**src/rtl/zvd_pkg.sv**
```systemverilog
package zvd_pkg;
  typedef enum logic [1:0] {
    ST_IDLE   = 2'd0,
    ST_DELAY  = 2'd1,
    ST_ACTIVE = 2'd2,
    ST_GAP    = 2'd3
  } zvd_state_e;
endpackage

```
**src/rtl/zvd_sync.sv**
```systemverilog
module zvd_sync #(
  parameter int unsigned WIDTH  = 2,
  parameter int unsigned STAGES = 2
) (
  input  logic             clk_i,
  input  logic             rst_ni,
  input  logic [WIDTH-1:0] d_i,
  output logic [WIDTH-1:0] q_o
);
  for (genvar b = 0; b < WIDTH; b++) begin : g_bit
    logic [STAGES-1:0] sh_q;
    always_ff @(posedge clk_i or negedge rst_ni) begin
      if (!rst_ni) sh_q <= '0;
      else         sh_q <= {sh_q[STAGES-2:0], d_i[b]};
    end
    assign q_o[b] = sh_q[STAGES-1];
  end
endmodule

```
**src/rtl/zvd_run_cnt.sv**
```systemverilog
module zvd_run_cnt #(
  parameter int unsigned CNT_W = 8
) (
  input  logic             clk_i,
  input  logic             rst_ni,
  input  logic             neg_i,
  input  logic [CNT_W-1:0] thr_i,
  output logic             qual_o
);
  logic [CNT_W-1:0] cnt_q;

  // Consecutive high samples before the current cycle, saturating at thr_i
  always_ff @(posedge clk_i or negedge rst_ni) begin
    if (!rst_ni)             cnt_q <= '0;
    else if (!neg_i)         cnt_q <= '0;
    else if (cnt_q < thr_i)  cnt_q <= cnt_q + 1'b1;
  end

  assign qual_o = neg_i && (cnt_q >= thr_i);

  AST_RUN_CLEAR: assert property (@(posedge clk_i) disable iff (!rst_ni)
    !neg_i |=> cnt_q == '0);
  AST_NO_OVERFLOW: assert property (@(posedge clk_i) disable iff (!rst_ni)
    (neg_i && cnt_q != '0) |=> cnt_q != '0);
endmodule

```
**src/rtl/zvd_pulse_gen.sv**
```systemverilog
module zvd_pulse_gen
  import zvd_pkg::*;
#(
  parameter int unsigned CNT_W = 8
) (
  input  logic             clk_i,
  input  logic             rst_ni,
  input  logic             trig_i,
  input  logic             qual_i,
  input  logic [CNT_W-1:0] dly_i,
  input  logic [CNT_W-1:0] wid_i,
  output logic             pulse_o
);
  zvd_state_e       state_q, state_d;
  logic [CNT_W-1:0] cnt_q, cnt_d;
  logic             pend_q, pend_d;
  logic [CNT_W-1:0] wid_m1;
  logic             hit;

  assign wid_m1 = (wid_i == '0) ? '0 : wid_i - 1'b1;
  assign hit    = trig_i && qual_i;

  always_comb begin
    state_d = state_q;
    cnt_d   = cnt_q;
    pend_d  = pend_q;
    unique case (state_q)
      ST_IDLE, ST_GAP: begin
        if (pend_q || hit) begin
          pend_d = pend_q && hit;
          if (dly_i == '0) begin
            state_d = ST_ACTIVE;
            cnt_d   = wid_m1;
          end else begin
            state_d = ST_DELAY;
            cnt_d   = dly_i - 1'b1;
          end
        end else begin
          state_d = ST_IDLE;
        end
      end
      ST_DELAY: begin
        if (trig_i) pend_d = qual_i;
        if (cnt_q == '0) begin
          state_d = ST_ACTIVE;
          cnt_d   = wid_m1;
        end else begin
          cnt_d = cnt_q - 1'b1;
        end
      end
      ST_ACTIVE: begin
        if (trig_i) pend_d = qual_i;
        if (cnt_q == '0) state_d = ST_GAP;
        else             cnt_d   = cnt_q - 1'b1;
      end
      default: state_d = ST_IDLE;
    endcase
  end

  always_ff @(posedge clk_i or negedge rst_ni) begin
    if (!rst_ni) begin
      state_q <= ST_IDLE;
      cnt_q   <= '0;
      pend_q  <= 1'b0;
    end else begin
      state_q <= state_d;
      cnt_q   <= cnt_d;
      pend_q  <= pend_d;
    end
  end

  assign pulse_o = (state_q == ST_ACTIVE);

  AST_HARD_LOW: assert property (@(posedge clk_i) disable iff (!rst_ni)
    (state_q == ST_IDLE && !pend_q && trig_i && !qual_i) |=> state_q == ST_IDLE);
  AST_DELAY_LOAD: assert property (@(posedge clk_i) disable iff (!rst_ni)
    (state_q == ST_IDLE && !pend_q && hit && dly_i != '0) |=> state_q == ST_DELAY);
  AST_WIDTH_LOAD: assert property (@(posedge clk_i) disable iff (!rst_ni)
    ($rose(pulse_o) && $stable(wid_i)) |-> cnt_q == wid_m1);
  AST_GAP_LOW: assert property (@(posedge clk_i) disable iff (!rst_ni)
    (state_q == ST_ACTIVE && cnt_q == '0) |=> !pulse_o);
endmodule

```
**src/rtl/zvd_detector.sv**
```systemverilog
module zvd_detector #(
  parameter int unsigned CNT_W = 8
) (
  input  logic             clk_i,
  input  logic             rst_ni,
  input  logic             in_i,
  input  logic             neg_i,
  input  logic [CNT_W-1:0] thr_i,
  input  logic [CNT_W-1:0] dly_i,
  input  logic [CNT_W-1:0] wid_i,
  output logic             pulse_o
);
  logic [1:0] sync_q;
  logic       in_s, neg_s, in_d_q, trig, qual;

  zvd_sync #(.WIDTH(2), .STAGES(2)) i_sync (
    .clk_i  (clk_i),
    .rst_ni (rst_ni),
    .d_i    ({neg_i, in_i}),
    .q_o    (sync_q)
  );
  assign in_s  = sync_q[0];
  assign neg_s = sync_q[1];

  always_ff @(posedge clk_i or negedge rst_ni) begin
    if (!rst_ni) in_d_q <= 1'b0;
    else         in_d_q <= in_s;
  end
  assign trig = in_s && !in_d_q;

  zvd_run_cnt #(.CNT_W(CNT_W)) i_run_cnt (
    .clk_i  (clk_i),
    .rst_ni (rst_ni),
    .neg_i  (neg_s),
    .thr_i  (thr_i),
    .qual_o (qual)
  );

  zvd_pulse_gen #(.CNT_W(CNT_W)) i_pulse_gen (
    .clk_i   (clk_i),
    .rst_ni  (rst_ni),
    .trig_i  (trig),
    .qual_i  (qual),
    .dly_i   (dly_i),
    .wid_i   (wid_i),
    .pulse_o (pulse_o)
  );

  AST_EDGE_ONCE: assert property (@(posedge clk_i) disable iff (!rst_ni)
    trig |=> !trig);
  AST_RST_LOW: assert property (@(posedge clk_i) disable iff (!rst_ni)
    $rose(rst_ni) |-> !pulse_o);
endmodule

```
**config.mk**
```make
export PLATFORM = sky130hd
export DESIGN_NAME = zvd_detector
export DESIGN_NICKNAME = d
export VERILOG_FILES = /design/src/rtl/zvd_pkg.sv /design/src/rtl/zvd_sync.sv /design/src/rtl/zvd_run_cnt.sv /design/src/rtl/zvd_pulse_gen.sv /design/src/rtl/zvd_detector.sv
export SDC_FILE = /design/constraint.sdc
export NUM_CORES = 1
export LEC_CHECK = 0
export BUFFER_PORTS_ARGS = -buffer_cell sky130_fd_sc_hd__buf_2
export CORE_MARGIN = 4
export CORE_UTILIZATION = 50
export DETAILED_ROUTE_END_ITERATION = 10
export GPL_ROUTABILITY_DRIVEN = 0
export GPL_TIMING_DRIVEN = 0
export PLACE_DENSITY_LB_ADDON = 0.25
export RECOVER_POWER = 100
export SKIP_CTS_REPAIR_TIMING = 1
export SYNTH_ARGS = -nofsm -noshare
export SYNTH_HDL_FRONTEND = slang
export SYNTH_SLANG_ARGS = --single-unit
```
**constraint.sdc**
```tcl
create_clock -name clk_i -period 3.05 [get_ports clk_i]
set_input_delay 0.1525 -clock clk_i [delete_from_list [all_inputs] [get_ports clk_i]]
set_output_delay 0.1525 -clock clk_i [all_outputs]
set_load 0.01 [all_outputs]
```
==> impl_summary.md <==
Global routing
Entering global routing, the biggest net connects 25 pins. The overall global routing resource usage is 0.161. For this run the aggregate overflow at the end of global routing stands at 0.

The number of global-route vias before repair is 1,492. The number of antenna violations at the first check in global routing was 0. The first global-routing pass estimated 6560 µm of wire.

Clocking
The clock slew seen by the registers of the worst setup and hold paths is 0.07 ns. TritonCTS built the clock tree. The total clock buffers created by CTS is 3. The root buffer cell chosen for the clock tree is sky130_fd_sc_hd__clkbuf_8. Counting every sink on the clock net gives 24.

The longest clock path from root to sink contains 2 buffers. The clock insertion delay at the later pin of the skew report is 0.26 ns. CTS built an H-tree with a depth of 1.

Cells and area
The end-of-flow core utilization is 0.615. The repair_antennas step left the layout with diodes totalling 0. The area overhead of the layout relative to synthesis is 13.7%. The total of fill cells in the finished design is 357.

In the final layout, the share of cells above drive strength 1 is 0.123. At the end of the flow, the number of nets in the layout was 306. The final instance area is 2130 µm².

Routing
The met3 wire length is 218 µm. After detailed routing, the average wire length per cell comes to 12.5 µm. The number of nets still failing antenna checks after routing is 0.

The ratio of routed vias to standard cells is 5.63. The routed layout has 1,729 vias. The post-detailed-routing wire length is 3850 µm. For this block, wires on met1 add up to 1890 µm. The first routing iteration left 133 violations. The number of optimization iterations in the first detailed-route pass is 4. For this run, design rule violations remaining after detail routing come to 0. The detailed route wirelength on metal2 is 1730 µm. In this run the top signal layer used is met4.

Worst setup path
The most frequent cell on the critical path is sky130_fd_sc_hd__or4b_1. The sort of element at the end of the critical path is a flip-flop. The cell at the slowest stage of the critical path is sky130_fd_sc_hd__or4b_1. STA puts the critical path data arrival time at 2.81 ns. For the worst setup path, the data required time is 3.22 ns. The type of the worst setup path is flip-flop to flip-flop.

The maximum fanout along the worst path is 6. For flop-to-flop paths, the worst setup slack is 0.41 ns. Walking the worst path, the cells encountered are inv_1, ha_1, or4b_1, clkbuf_1, or4b_1, o32ai_2, a21oi_1, o21ai_0.

The dominant delay contributor by cell family on the critical path is simple AND/OR/NAND/NOR gates. On the worst path, the slowest cell contributes a delay of 0.64 ns. STA classifies the critical path startpoint as a flip-flop. The buffers plus inverters on the worst setup path is 2.

Timing
The count of final max-slew check failures was 0. The final hold violation count is 0. The accumulated negative setup slack is 0 ns. The slew at the pin with the worst max-slew slack is 1.24 ns. The routed design could run at a clock period as short as 2.64 ns. The timing-limited maximum frequency is 379 MHz.

The worst-case headroom to the max-slew limit is 0.176. Setup repair after global routing left no endpoint under its margin. Setup violations remaining at the end of the flow were counted as 0.

The maximum clock skew at final layout is 0.00265 ns. In the finished design, the share of the clock period the worst path needs comes to 0.866.

Power
The largest vdd supply drop is 0.526 mV. For this design the ratio of total power to cell area is 657 nW/µm². The static power due to leakage is 0.971 nW. Overall power consumption after layout is estimated at 1.40 mW.

Run
The max capacitance violation total is 0.

Placement
The placed instance area is 2070 µm². Input and output buffers added on the ports amount to 28. Summed over all nets, the half-perimeter wirelength after detailed placement is 3130 µm.

Yosys
The synthesized netlist net count is 270. Of the post-synthesis cell area, the dominant cell type holds 0.320. The total standard cell area after synthesis is 1880 µm². The post-synthesis instance total is 227. The sequential cell area fraction in the yosys report is 0.320. After synthesis, the cell types taking the most area are sky130_fd_sc_hd__dfrtp_1 (32%), sky130_fd_sc_hd__ha_1 (10%), sky130_fd_sc_hd__xor2_1 (5.1%), sky130_fd_sc_hd__nor3_1 (4.5%), sky130_fd_sc_hd__a21oi_1 (4.3%). The library cell with the largest summed area after synthesis is sky130_fd_sc_hd__dfrtp_1. Synthesis inferred 24 register bits. The post-synthesis cell type count is 43. A synthesized cell averages 8.26 µm². During synthesis, Yosys emitted a total of 0 warnings.

Floorplanning
Measured along the x axis, the die boundary spans 69.2 µm. The initial core utilization is 0.541. In this run the standard cell core region covers 3470 µm². The row count is 21. The die covers 4790 µm². Pin placement for this block handled 29 I/O pins. The die is 69.2 µm tall.

Status
The flow ran to the end, and the final reports show no timing, DRC or antenna violations.

Hold path
The worst hold path class is flip-flop to flip-flop.
per-layer routing:
metal	up-vias	global-route usage
met5	-	0
met4	0	0.0325
met3	2	0.0420
met2	36	0.236
met1	806	0.239
li1	885	-
sequential cells by signal (all words and copies together), names as in the netlist:
signal               flops
in_d_q                   1
i_run_cnt.cnt_q          8
i_pulse_gen.pend_q       1
i_pulse_gen.state_q      2
i_pulse_gen.cnt_q        8
i_sync.g_bit.sh_q        4
logic make-up (layout without fill, tap and decap cells):
logic type                 after synthesis  in the layout  synth area share
and+or+nand+nor                         93             93             0.275
AOI/OAI and AO/OA                       52             52             0.171
buffers and inverters                   26             60            0.0540
DFF                                     24             24             0.320
xor gates and xnor gates                16             16            0.0747
adders and majority gates               15             15             0.100
muxes                                    1              1           0.00534
worst register-to-register path, cell delays in order, from the launching register on:
cell and delay [ns]:
sky130_fd_sc_hd__dfrtp_1 0.42, sky130_fd_sc_hd__inv_1 0.10, sky130_fd_sc_hd__ha_1 0.27, sky130_fd_sc_hd__or4b_1 0.45, sky130_fd_sc_hd__clkbuf_1 0.16, sky130_fd_sc_hd__or4b_1 0.64
sky130_fd_sc_hd__o32ai_2 0.29, sky130_fd_sc_hd__a21oi_1 0.07, sky130_fd_sc_hd__o21ai_0 0.15
power by group:
part | switching (mW) | internal, mW | leakage [nW]
Combinational | 0.471 | 0.298 | 0.645
Clock | 0.0857 | 0.0880 | 0.0216
Sequential | 0.0639 | 0.395 | 0.305
cell usage in the layout, fill, tap and decap left out, drive strengths merged, types with 2 or more instances in the layout:
cell | Yosys | routed
or4b | 2 | 2
inv | 19 | 19
or4 | 4 | 4
a21boi | 2 | 2
nor3 | 18 | 18
nand2b | 6 | 6
nand4 | 3 | 3
o22ai | 2 | 2
nor4b | 2 | 2
o21ai | 19 | 19
nor4 | 6 | 6
nand3 | 3 | 3
nor2 | 16 | 16
nand2 | 15 | 15
nor3b | 5 | 5
o32ai | 3 | 3
dlygate4sd3 | 0 | 3
a21oi | 16 | 16
xor2 | 11 | 11
clkbuf | 4 | 11
ha | 15 | 15
dfrtp | 24 | 24
buf | 3 | 27
and2 | 7 | 7
or3 | 3 | 3
xnor2 | 5 | 5
a31oi | 2 | 2
through the flow:
step | setup slack [ns] | hold slack, ns | instances
floorplan | 0.801 | -0.143 | 227
global route | 0.252 | 0.361 | 307
detailed placement | 0.594 | 0.149 | 301
finish | 0.410 | 0.348 | 307
global placement | 0.600 | 0.166 | 301
CTS | 0.574 | -0.134 | 304
synth_stat cells (all sizes together):
master  instances
a31oi           2
xnor2           5
nor4            6
mux2i           1
or4b            2
o211ai          1
a21oi          16
clkbuf          4
a21boi          2
nor3           18
nand3b          1
o21a            1
or4             4
a41o            1
a22oi           1
nor3b           5
nand4           3
nor2           16
a311o           1
o32ai           3
o21ai          19
o22ai           2
and2            7
a211oi          1
ha             15
nand2          15
o31a            1
buf             3
inv            19
o22a            1
or3             3
nor2b           1
xor2           11
nor4b           2
nand3           3
nand2b          6
dfrtp          24
nor4bb          1
path summary, 6_finish.rpt:
kind | cells past startpoint | to | start
max | 8 | i_pulse_gen.cnt_q[3]$_DFFE_PN0P_ | i_pulse_gen.cnt_q[0]$_DFFE_PN0P_
min | 0 | i_sync.g_bit[1].sh_q[1]$_DFF_PN0_ | i_sync.g_bit[1].sh_q[0]$_DFF_PN0_
max reg2reg | 8 | i_pulse_gen.cnt_q[3]$_DFFE_PN0P_ | i_pulse_gen.cnt_q[0]$_DFFE_PN0P_
min reg2reg | 0 | i_sync.g_bit[1].sh_q[1]$_DFF_PN0_ | i_sync.g_bit[1].sh_q[0]$_DFF_PN0_
max in group asynchronous | 2 | i_run_cnt.cnt_q[0]$_DFFE_PN0P_ | rst_ni
min in group asynchronous | 2 | i_run_cnt.cnt_q[5]$_DFFE_PN0P_ | rst_ni
area by class of cell:
| cell class | count | area (µm²) | area share |
|---|---|---|---|
| Sequential cell | 24 | 601 | 0.282 |
| Buffer | 7 | 27.5 | 0.0129 |
| Tap cell | 46 | 57.6 | 0.0270 |
| Multi-Input combinational cell | 177 | 1170 | 0.547 |
| Inverter | 19 | 71.3 | 0.0335 |
| Timing Repair Buffer | 31 | 168 | 0.0786 |
| Clock buffer | 3 | 41.3 | 0.0194 |
No activity file was read; power rests on OpenSTA's default activity.
